`config.mk`:
```
export PLATFORM = sky130hd
export DESIGN_NAME = cnv_bus_if
export DESIGN_NICKNAME = d
export VERILOG_FILES = /design/src/rtl/cnv_pkg.sv /design/src/rtl/cnv_trig_sync.sv /design/src/rtl/cnv_seq.sv /design/src/rtl/cnv_lane_mux.sv /design/src/rtl/cnv_bus_if.sv
export SDC_FILE = /design/constraint.sdc
export NUM_CORES = 1
export LEC_CHECK = 0
export ABC_CLOCK_PERIOD_IN_PS = 3330
export CAP_MARGIN = 25
export CORE_UTILIZATION = 50
export DETAILED_ROUTE_END_ITERATION = 12
export DONT_BUFFER_PORTS = 1
export GPL_ROUTABILITY_DRIVEN = 0
export PLACE_DENSITY = 0.68
export SLEW_MARGIN = 20
export SYNTH_ARGS = -nofsm -noshare
export SYNTH_HDL_FRONTEND = slang
export SYNTH_SLANG_ARGS = --single-unit
```
`constraint.sdc`:
```
create_clock -name clk -period 3.33 [get_ports clk]
set_input_delay 0.666 -clock clk [delete_from_list [all_inputs] [get_ports clk]]
set_output_delay 0.666 -clock clk [all_outputs]
set_load 0.02 [all_outputs]
```
`src/rtl/cnv_pkg.sv`:
```
package cnv_pkg;
  typedef enum logic [1:0] {
    SQ_IDLE  = 2'd0,
    SQ_SETUP = 2'd1,
    SQ_STRB  = 2'd2,
    SQ_WAIT  = 2'd3
  } sq_state_t;

  localparam logic [3:0] RA_CTRL = 4'd0;
  localparam logic [3:0] RA_TIME = 4'd1;
  localparam logic [3:0] RA_CMD  = 4'd2;
  localparam logic [3:0] RA_RES  = 4'd3;
  localparam logic [3:0] RA_STAT = 4'd4;
  localparam logic [3:0] RA_DAC  = 4'd5;
  localparam logic [3:0] RA_GDIR = 4'd6;
  localparam logic [3:0] RA_GOUT = 4'd7;
  localparam logic [3:0] RA_GIN  = 4'd8;

  localparam int CB_ADC16 = 0;
  localparam int CB_DAC16 = 1;
  localparam int CB_ALANE = 2;
  localparam int CB_DLANE = 3;
  localparam int CB_INTEN = 4;
  localparam int CB_EXTEN = 5;
  localparam int CTRL_W   = 6;
endpackage

```
`src/rtl/cnv_trig_sync.sv`:
```
module cnv_trig_sync (
  input  logic clk,
  input  logic rst_n,
  input  logic async_i,
  output logic rise_o
);
  logic [2:0] sh_q;
  logic [2:0] sh_d;

  always_comb begin
    sh_d = {sh_q[1:0], async_i};
  end

  always_ff @(posedge clk or negedge rst_n) begin
    if (!rst_n) sh_q <= 3'b000;
    else        sh_q <= sh_d;
  end

  assign rise_o = sh_q[1] & ~sh_q[2];

  AST_RISE_SINGLE: assert property (@(posedge clk) disable iff (!rst_n)
    rise_o |=> !rise_o);
endmodule

```
`src/rtl/cnv_seq.sv`:
```
module cnv_seq #(
  parameter int CNT_W = 8,
  parameter int TMO_W = 16
) (
  input  logic             clk,
  input  logic             rst_n,
  input  logic             adc_start_i,
  input  logic             dac_start_i,
  input  logic [CNT_W-1:0] setup_i,
  input  logic [CNT_W-1:0] width_i,
  input  logic [TMO_W-1:0] tmo_i,
  input  logic             rdy_i,
  output logic             adc_sel_o,
  output logic             adc_strb_o,
  output logic             dac_strb_o,
  output logic             dac_own_o,
  output logic             active_o,
  output logic             done_o,
  output logic             tmo_o,
  output logic             adc_busy_o,
  output logic             dac_busy_o
);
  import cnv_pkg::*;
  localparam int CW = (TMO_W > CNT_W) ? TMO_W : CNT_W;

  sq_state_t      st_q, st_d;
  logic           own_dac_q, own_dac_d;
  logic [CW-1:0]  cnt_q, cnt_d;
  logic           apend_q, apend_d;
  logic           dpend_q, dpend_d;

  always_comb begin
    st_d      = st_q;
    own_dac_d = own_dac_q;
    cnt_d     = cnt_q;
    apend_d   = apend_q | adc_start_i;
    dpend_d   = dpend_q | dac_start_i;
    done_o    = 1'b0;
    tmo_o     = 1'b0;
    unique case (st_q)
      SQ_IDLE: begin
        if (apend_q) begin
          st_d      = SQ_SETUP;
          own_dac_d = 1'b0;
          apend_d   = adc_start_i;
          cnt_d     = '0;
        end else if (dpend_q) begin
          st_d      = SQ_SETUP;
          own_dac_d = 1'b1;
          dpend_d   = dac_start_i;
          cnt_d     = '0;
        end
      end
      SQ_SETUP: begin
        if (cnt_q == CW'(setup_i)) begin
          st_d  = SQ_STRB;
          cnt_d = '0;
        end else begin
          cnt_d = cnt_q + 1'b1;
        end
      end
      SQ_STRB: begin
        if (cnt_q == CW'(width_i)) begin
          st_d  = own_dac_q ? SQ_IDLE : SQ_WAIT;
          cnt_d = '0;
        end else begin
          cnt_d = cnt_q + 1'b1;
        end
      end
      SQ_WAIT: begin
        if (rdy_i) begin
          st_d   = SQ_IDLE;
          done_o = 1'b1;
        end else if (cnt_q == CW'(tmo_i)) begin
          st_d  = SQ_IDLE;
          tmo_o = 1'b1;
        end else begin
          cnt_d = cnt_q + 1'b1;
        end
      end
      default: st_d = SQ_IDLE;
    endcase
  end

  always_ff @(posedge clk or negedge rst_n) begin
    if (!rst_n) begin
      st_q      <= SQ_IDLE;
      own_dac_q <= 1'b0;
      cnt_q     <= '0;
      apend_q   <= 1'b0;
      dpend_q   <= 1'b0;
    end else begin
      st_q      <= st_d;
      own_dac_q <= own_dac_d;
      cnt_q     <= cnt_d;
      apend_q   <= apend_d;
      dpend_q   <= dpend_d;
    end
  end

  assign active_o   = (st_q != SQ_IDLE);
  assign adc_sel_o  = active_o & ~own_dac_q;
  assign dac_own_o  = active_o & own_dac_q;
  assign adc_strb_o = (st_q == SQ_STRB) & ~own_dac_q;
  assign dac_strb_o = (st_q == SQ_STRB) & own_dac_q;
  assign adc_busy_o = apend_q | adc_sel_o;
  assign dac_busy_o = dpend_q | dac_own_o;

  AST_RC_IN_CS: assert property (@(posedge clk) disable iff (!rst_n)
    adc_strb_o |-> adc_sel_o);
  AST_ONE_OWNER: assert property (@(posedge clk) disable iff (!rst_n)
    !(adc_sel_o && dac_strb_o));
  AST_TMO_NO_DONE: assert property (@(posedge clk) disable iff (!rst_n)
    tmo_o |-> !done_o);
  AST_END_RELEASES: assert property (@(posedge clk) disable iff (!rst_n)
    (done_o || tmo_o) |=> !adc_sel_o);
endmodule

```
`src/rtl/cnv_lane_mux.sv`:
```
module cnv_lane_mux #(
  parameter int LANE_W = 8,
  parameter int NLANES = 3
) (
  input  logic [NLANES-1:0]        own_i,
  input  logic [NLANES-1:0]        cnv_oe_i,
  input  logic [NLANES*LANE_W-1:0] cnv_val_i,
  input  logic [NLANES*LANE_W-1:0] gp_dir_i,
  input  logic [NLANES*LANE_W-1:0] gp_out_i,
  output logic [NLANES*LANE_W-1:0] pin_o,
  output logic [NLANES*LANE_W-1:0] pin_oe
);
  for (genvar ln = 0; ln < NLANES; ln++) begin : g_lane
    assign pin_o[ln*LANE_W +: LANE_W]  = own_i[ln] ? cnv_val_i[ln*LANE_W +: LANE_W]
                                                   : gp_out_i[ln*LANE_W +: LANE_W];
    assign pin_oe[ln*LANE_W +: LANE_W] = own_i[ln] ? {LANE_W{cnv_oe_i[ln]}}
                                                   : gp_dir_i[ln*LANE_W +: LANE_W];
  end
endmodule

```
`src/rtl/cnv_bus_if.sv`:
```
module cnv_bus_if #(
  parameter int LANE_W = 8,
  parameter int CNT_W  = 8,
  parameter int TMO_W  = 16,
  parameter int REG_W  = 32
) (
  input  logic                clk,
  input  logic                rst_n,
  input  logic                reg_wr,
  input  logic                reg_rd,
  input  logic [3:0]          reg_addr,
  input  logic [REG_W-1:0]    reg_wdata,
  output logic [REG_W-1:0]    reg_rdata,
  input  logic                int_trig,
  input  logic                ext_trig,
  input  logic                adc_rdy,
  output logic                adc_cs_n,
  output logic                adc_rc_n,
  output logic                dac_wr_n,
  output logic [LANE_W-1:0]   pa_o,
  output logic [LANE_W-1:0]   pa_oe,
  input  logic [LANE_W-1:0]   pa_i,
  output logic [2*LANE_W-1:0] pd_o,
  output logic [2*LANE_W-1:0] pd_oe,
  input  logic [2*LANE_W-1:0] pd_i,
  output logic                irq
);
  import cnv_pkg::*;
  localparam int NL   = 3;
  localparam int GP_W = NL * LANE_W;
  localparam int DW   = 2 * LANE_W;
  localparam int TW   = 2 * CNT_W + TMO_W;

  logic [CTRL_W-1:0] ctrl_q, ctrl_d;
  logic [TW-1:0]     time_q, time_d;
  logic [LANE_W-1:0] aaddr_q, aaddr_d;
  logic [DW-1:0]     res_q, res_d;
  logic              irq_q, irq_d;
  logic              err_q, err_d;
  logic [DW-1:0]     ddata_q, ddata_d;
  logic [LANE_W-1:0] daddr_q, daddr_d;
  logic [GP_W-1:0]   gdir_q, gdir_d;
  logic [GP_W-1:0]   gout_q, gout_d;

  logic ext_rise, adc_go, dac_go, cmd_wr, res_rd;
  logic adc_sel, adc_strb, dac_strb, dac_own, active, done, tmo, adc_busy, dac_busy;
  logic [NL-1:0]     own, cnv_oe;
  logic [GP_W-1:0]   cnv_val, pin_o, pin_oe;
  logic [DW-1:0]     cap;

  cnv_trig_sync u_sync (
    .clk    (clk),
    .rst_n  (rst_n),
    .async_i(ext_trig),
    .rise_o (ext_rise)
  );

  cnv_seq #(.CNT_W(CNT_W), .TMO_W(TMO_W)) u_seq (
    .clk        (clk),
    .rst_n      (rst_n),
    .adc_start_i(adc_go),
    .dac_start_i(dac_go),
    .setup_i    (time_q[CNT_W-1:0]),
    .width_i    (time_q[2*CNT_W-1:CNT_W]),
    .tmo_i      (time_q[TW-1:2*CNT_W]),
    .rdy_i      (adc_rdy),
    .adc_sel_o  (adc_sel),
    .adc_strb_o (adc_strb),
    .dac_strb_o (dac_strb),
    .dac_own_o  (dac_own),
    .active_o   (active),
    .done_o     (done),
    .tmo_o      (tmo),
    .adc_busy_o (adc_busy),
    .dac_busy_o (dac_busy)
  );

  assign cmd_wr = reg_wr && (reg_addr == RA_CMD);
  assign res_rd = reg_rd && (reg_addr == RA_RES);
  assign adc_go = !adc_busy && ((cmd_wr && reg_wdata[LANE_W]) ||
                                (int_trig && ctrl_q[CB_INTEN]) ||
                                (ext_rise && ctrl_q[CB_EXTEN]));
  assign dac_go = reg_wr && (reg_addr == RA_DAC) && !dac_busy;
  assign cap    = ctrl_q[CB_ADC16] ? pd_i : {{LANE_W{1'b0}}, pd_i[LANE_W-1:0]};

  always_comb begin
    ctrl_d  = ctrl_q;
    time_d  = time_q;
    aaddr_d = aaddr_q;
    res_d   = res_q;
    ddata_d = ddata_q;
    daddr_d = daddr_q;
    gdir_d  = gdir_q;
    gout_d  = gout_q;
    err_d   = err_q;
    irq_d   = irq_q;
    if (reg_wr && reg_addr == RA_CTRL) ctrl_d = reg_wdata[CTRL_W-1:0];
    if (reg_wr && reg_addr == RA_TIME) time_d = reg_wdata[TW-1:0];
    if (reg_wr && reg_addr == RA_GDIR) gdir_d = reg_wdata[GP_W-1:0];
    if (reg_wr && reg_addr == RA_GOUT) gout_d = reg_wdata[GP_W-1:0];
    if (cmd_wr && !adc_busy)           aaddr_d = reg_wdata[LANE_W-1:0];
    if (dac_go) begin
      ddata_d = reg_wdata[DW-1:0];
      daddr_d = reg_wdata[DW +: LANE_W];
    end
    if (done) res_d = cap;
    if (done)        irq_d = 1'b1;
    else if (res_rd) irq_d = 1'b0;
    if (tmo) err_d = 1'b1;
    else if (reg_wr && reg_addr == RA_STAT && reg_wdata[2]) err_d = 1'b0;
  end

  always_ff @(posedge clk or negedge rst_n) begin
    if (!rst_n) begin
      ctrl_q  <= '0;
      time_q  <= '0;
      aaddr_q <= '0;
      res_q   <= '0;
      irq_q   <= 1'b0;
      err_q   <= 1'b0;
      ddata_q <= '0;
      daddr_q <= '0;
      gdir_q  <= '0;
      gout_q  <= '0;
    end else begin
      ctrl_q  <= ctrl_d;
      time_q  <= time_d;
      aaddr_q <= aaddr_d;
      res_q   <= res_d;
      irq_q   <= irq_d;
      err_q   <= err_d;
      ddata_q <= ddata_d;
      daddr_q <= daddr_d;
      gdir_q  <= gdir_d;
      gout_q  <= gout_d;
    end
  end

  always_comb begin
    reg_rdata = '0;
    unique case (reg_addr)
      RA_CTRL: reg_rdata[CTRL_W-1:0] = ctrl_q;
      RA_TIME: reg_rdata[TW-1:0]     = time_q;
      RA_CMD:  reg_rdata[LANE_W-1:0] = aaddr_q;
      RA_RES:  reg_rdata[DW-1:0]     = res_q;
      RA_STAT: reg_rdata[3:0]        = {dac_busy, err_q, irq_q, adc_busy};
      RA_DAC:  reg_rdata[DW+LANE_W-1:0] = {daddr_q, ddata_q};
      RA_GDIR: reg_rdata[GP_W-1:0]   = gdir_q;
      RA_GOUT: reg_rdata[GP_W-1:0]   = gout_q;
      RA_GIN:  reg_rdata[GP_W-1:0]   = {pd_i, pa_i};
      default: reg_rdata = '0;
    endcase
  end

  assign own[0]  = ctrl_q[CB_ALANE];
  assign own[1]  = ctrl_q[CB_DLANE];
  assign own[2]  = ctrl_q[CB_DLANE] & (ctrl_q[CB_ADC16] | ctrl_q[CB_DAC16]);
  assign cnv_oe  = {dac_own & ctrl_q[CB_DAC16], dac_own, active};
  assign cnv_val = {ddata_q, (dac_own ? daddr_q : aaddr_q)};

  cnv_lane_mux #(.LANE_W(LANE_W), .NLANES(NL)) u_mux (
    .own_i    (own),
    .cnv_oe_i (cnv_oe),
    .cnv_val_i(cnv_val),
    .gp_dir_i (gdir_q),
    .gp_out_i (gout_q),
    .pin_o    (pin_o),
    .pin_oe   (pin_oe)
  );

  assign pa_o     = pin_o[LANE_W-1:0];
  assign pa_oe    = pin_oe[LANE_W-1:0];
  assign pd_o     = pin_o[GP_W-1:LANE_W];
  assign pd_oe    = pin_oe[GP_W-1:LANE_W];
  assign adc_cs_n = ~adc_sel;
  assign adc_rc_n = ~adc_strb;
  assign dac_wr_n = ~dac_strb;
  assign irq      = irq_q;

  AST_IRQ_HOLD: assert property (@(posedge clk) disable iff (!rst_n)
    (irq_q && !res_rd) |=> irq_q);
  AST_BUSY_ON_START: assert property (@(posedge clk) disable iff (!rst_n)
    adc_go |=> adc_busy);
  AST_DAC_DATA_HOLD: assert property (@(posedge clk) disable iff (!rst_n)
    (dac_strb && $past(dac_strb)) |-> $stable(ddata_q));
  AST_ADDR_HOLD: assert property (@(posedge clk) disable iff (!rst_n)
    (adc_sel && $past(adc_sel)) |-> $stable(aaddr_q));
endmodule

```
# Word level (Yosys, flattened, before mapping)
# Cells that the tools add are included.
[word_totals] regBits=160 latch_bits=0 ramBits=0 romBits=0 output_inout_bits=84 n_memories=0
[op_classes] add_sub_neg=1 n_mul=0 div_mod_pow=0 order_cmp=0 n_eq_ne=20 shifts=0 muxes=45 bitwise=17 n_reduce_logical=28
[ops] op="$mux 16" count=7
[ops] op="$mux 8" count=8
[ops] op="$pmux 16 s4" count=1
[ops] op="$pmux 8 s6" count=1
[ops] op="$pmux 8 s5" count=1
[ops] op="$pmux 4 s9" count=1
[ops] op="$eq 16x8->1" count=2
[ops] op="$add 16x1->16 const B" count=1
[ops] op="$eq 16x16->1" count=1
[ops] op="$eq 4x3->1 const B" count=4
[ops] op="$mux 1" count=16
[ops] op="$pmux 2 s8" count=1
[ops] op="$logic_and 1x1->1" count=15
[ops] op="$mux 2" count=7
[ops] op="$pmux 2 s7" count=1
[ops] op="$eq 4x2->1 const B" count=2
[ops] op="$pmux 2 s4" count=1
[ops] op="$reduce_bool 2->1" count=4
[ops] op="$and 1x1->1" count=7
[ops] op="$not 1->1" count=5
[ops] op="$or 1x1->1" count=5
[ops] op="$eq 2x2->1 const B" count=2
[ops] op="$eq 4x1->1 const B" count=1
[ops] op="$eq 4x4->1 const B" count=1
[ops] op="12 further kinds" count=16

# Longest topological paths before layout
[logic_depth] ltp_word=9 mapped_depth=8

# Cells and area by module
# Synthesis repeated with hierarchy kept, for this count alone.
[hier_totals] hier_cells=776 hier_area_um2=9355.2
[by_module_without_submodules] module="cnv_bus_if" instances=1 cells_each=531 area_per_inst_um2=6821.5
[by_module_without_submodules] module="cnv_seq" instances=1 cells_each=187 area_per_inst_um2=1697.9
[by_module_without_submodules] module="cnv_lane_mux" instances=1 cells_each=54 area_per_inst_um2=747.0
[by_module_without_submodules] module="cnv_trig_sync" instances=1 cells_each=4 area_per_inst_um2=88.8

# Worst setup path before layout
# No wires, ideal clock.
[synth_timing] path_type="input-to-output" from="input port reg_addr[2]" to="output port reg_rdata[16]" arrival_time_ns=2.179 required_ns=2.664 setup_slack_ns=0.485 path_stages=7 path_buffers=3 cell_sequence="clkbuf_1 > or2_2 > nor2_1 > clkbuf_1 > clkbuf_1 > a22oi_1 > nand3_1"
[synth_via] elab_chain_len=2
[synth_rtl] element="start, declared" line_no="cnv_bus_if.sv:11" rtl="input logic [3:0] reg_addr,"
[synth_rtl] element="$eq 4x4->1, or another cell as far along" line_no="cnv_bus_if.sv:141" rtl="unique case (reg_addr)"
[synth_rtl] element="$pmux 8 s5 (*)" line_no="cnv_bus_if.sv:141"
[synth_rtl] element="end, declared" line_no="cnv_bus_if.sv:13" rtl="output logic [REG_W-1:0] reg_rdata,"
# Mark *: on every way between the ends. The rest lies on a longest branch, timed or not.

# Final worst setup path
[layout_timing] from="register u_seq.st_q[1]" to="output port reg_rdata[0]"
[layout_via] elab_chain_len=4
[layout_rtl] element="start, declared" line_no="cnv_seq.sv:26" rtl="sq_state_t st_q, st_d;"
[layout_rtl] element="start signal, assigned" line_no="cnv_seq.sv:93" rtl="st_q <= st_d;"
[layout_rtl] element="$reduce_bool 2->1" line_no="cnv_seq.sv:101" rtl="assign active_o = (st_q != SQ_IDLE);"
[layout_rtl] element="$and 1x1->1" line_no="cnv_seq.sv:102" rtl="assign adc_sel_o = active_o & ~own_dac_q;"
[layout_rtl] element="$or 1x1->1" line_no="cnv_seq.sv:106" rtl="assign adc_busy_o = apend_q | adc_sel_o;"
[layout_rtl] element="$pmux 4 s9" line_no="cnv_bus_if.sv:141"
# No other way between the ends.

==> impl_metrics.yaml <==
status:
  status: "finished with violations"
  violations: "negative hold slack"
die:
  pin_count: 151
  dieArea_sq_mm: 0.0171
  core_sq_mm: 0.0161
  initial_utilization_pct: 51.7
  die_y_microns: 131
  num_rows: 46
  die_w_microns: 131
yosys:
  synth_area_sq_mm: 0.00829
  synth_edf_count: 0
  async_reset_ff_share_pct: 100
  synthTopCellsByArea: "dfrtp_1, mux2_2, nand2_1, xor2_1, a222oi_1"
  synth_nets: 831
  yosysWarnings: 0
  synth_cells: 763
  synth_seq_area_share_pct: 48.3
  yosysTopAreaCell: "dfrtp_1"
  avgSynthCellArea_sq_um: 10.9
  synth_ff_type: "dfrtp_1"
  yosysTopAreaCellShare_pct: 48.3
  ys_ff_latch: 160
  synth_cell_types: 55
clock_tree:
  cts_setup_buffers: 0
  htree_levels: 4
  cts_sinks: 160
  cts_buffers: 17
  clk_pin_slew_worst_paths_ps: 70
  cts_resized: 0
  clock_latency_ps: 440
  clk_path_buf_depth: 2
  cts-root-buf: "clkbuf_16"
  cts_tree: "yes"
setup_path:
  end_kind: "primary output"
  max_stage_delay_ps: 490
  critical_path_class: "flop to primary output"
  cp.required_ps: 2660
  slowest_stage: "dfrtp_1"
  arrival_ps: 2530
  path_cells: "or2_2 -> nand2b_1 -> nor2b_1 -> inv_1 -> a222oi_1 -> nand4_1"
  crit_family: "simple AND/OR/NAND/NOR gates"
  crit_fanout: 9
  worstSetupStartpointType: "flop"
  cp_num_buf_inv: 1
placed_design:
  dp.cells: 945
  io_buffer_count: 0
  dp_hpwl_mm: 17.5
  pre_cts_ws_ps: 599
sta:
  rsz0062_at_grt: "false"
  hold_violations: 160
  timing.final.crit_period_ps: 3190
  max_clock_freq_mhz: 313
  finClkSkew_ps: 6.55
  setup_tns_ps: 0
  fin_ws_ps: 137
  finalSetupViolCount: 0
  finalCritPeriodShare_pct: 95.9
  finalMaxSlewViolations: 0
  holdWs_ps: -75.8
  slew_headroom_pct: 39.4
  worstMarginPinSlew_ps: 905
cells_and_area:
  area_delta_synth_final_pct: 9.94
  seq_area_sq_mm: 0.00400
  final_common_cell: "dfrtp_1"
  final_cells: 977
  drive_above_1_share_pct: 27.7
  postLayoutCoreUtil_pct: 56.8
  final_nets: 816
  layout_common_cells: "dfrtp_1, mux2_2, nand2_1"
  multiInputGateArea_sq_mm: 0.00402
  diodes: 0
  nFillCells: 1336
power_and_ir_drop:
  worst_ir_drop_vdd_mv: 0.456
  leakage_nw: 4.10
  p_per_area_mw_per_mm2: 792
routing:
  viasPerCell: 6.54
  drt_iter0_markers: 726
  via_count: 6392
  remaining_drc_errors: 0
  final_antenna_net_count: 0
  post_drt_wl_per_cell_microns: 26.0
  first_pass_iters: 8
  routed_wl_mm: 25.4
job:
  maxCapViolCount: 0
grt:
  antenna_found_initial: 0
  overflow: 0
  grt_pass1_vias: 6474
  grt_max_degree: 161
  grt_pass1_wl_mm: 38.4
  grtUsageTotal_pct: 31.0
min_path:
  hp-class: "input port to asynchronous set/reset pin"
-- synth_stat cells, drive strengths merged (2+ instances only) --
cell,count
buf,17
nor3,5
o21ai,32
o211ai,4
a2bb2oi,4
a31oi,12
nor4,9
o22a,2
and3,12
mux2,147
or2,4
dfrtp,160
nor2,44
nand2,93
clkbuf,36
a22oi,27
or4,4
or3,3
nand3,24
a222oi,24
o2bb2ai,2
inv,16
nor2b,2
mux2i,3
nand4,5
nand2b,5
a21oi,7
o21bai,2
o31ai,5
and2,3
xor2,35
-- layout make-up --
cell class	instances	area share [%]
Multi-Input combinational cell	534	44.1
Sequential cell	160	43.9
Clock buffer	17	4.67
Tap cell	216	2.96
Clock inverter	15	2.03
Timing Repair Buffer	19	1.70
Inverter	16	0.659
-- worst reg2reg max path, delay by kind of cell (launching register included) --
family,cells,cell delay (ps)
compound gates,2,470
simple gates,4,1450
flops,1,440
-- layer usage --
metal	vias up	track usage, %	routed length [microns]
met5	-	0	0
met4	0	16.0	1040
met3	84	8.63	2200
met2	351	49.5	12400
met1	3218	38.7	9820
li1	2739	-	-
-- cells by family after synthesis --
group / count (synthesis) / synth area share [%]
buffers and inverters: 69 / 3.41
XOR/XNOR: 36 / 3.80
flip-flops: 160 / 48.3
adder cells (fa/ha/maj): 1 / 0.151
multiplexers: 151 / 20.6
AND/OR/NAND/NOR: 218 / 12.4
AO/OA/AOI/OAI: 128 / 11.4
-- where the power goes --
| group | internal, mW | leakage, nW | switching (mW) | total, mW |
|---|---|---|---|---|
| Combinational | 0.837 | 1.81 | 1.19 | 2.02 |
| Clock | 1.19 | 0.283 | 0.849 | 2.04 |
| Sequential | 2.50 | 2.00 | 0.658 | 3.16 |
-- sequential cells by signal, indices dropped and copies added (netlist names) --
name,cells
u_seq.apend_q,1
aaddr_q,8
gdir_q,24
err_q,1
ddata_q,16
u_seq.st_q,2
u_seq.dpend_q,1
gout_q,24
u_seq.cnt_q,16
u_seq.own_dac_q,1
time_q,32
daddr_q,8
irq,1
ctrl_q,6
u_sync.sh_q,3
res_q,16
-- worst paths after layout --
kind                                        startpoint                         end  slack, ps  cells past startpoint
max in group asynchronous                        rst_n       gout_q[4]$_DFFE_PN0P_       3130                      0
hold reg to reg               u_sync.sh_q[0]$_DFF_PN0_    u_sync.sh_q[1]$_DFF_PN0_        350                      0
setup / recovery             u_seq.st_q[1]$_DFFE_PN0P_                reg_rdata[0]        140                      6
min in group clk                              ext_trig    u_sync.sh_q[0]$_DFF_PN0_        260                      0
setup reg to reg           u_seq.cnt_q[12]$_DFFE_PN0P_  u_seq.cnt_q[6]$_DFFE_PN0P_        850                      6
hold / removal                                   rst_n  u_seq.cnt_q[2]$_DFFE_PN0P_        -80                      0
-- per-stage QoR --
stage	instance area, sq um	total power, mW
after floorplan	8290	4.65
after CTS	9120	7.22
final	9120	7.22
after global placement	8510	5.10
after detailed placement	8510	5.18
after global routing	9120	7.54
Power figures use the tool's default switching activity.
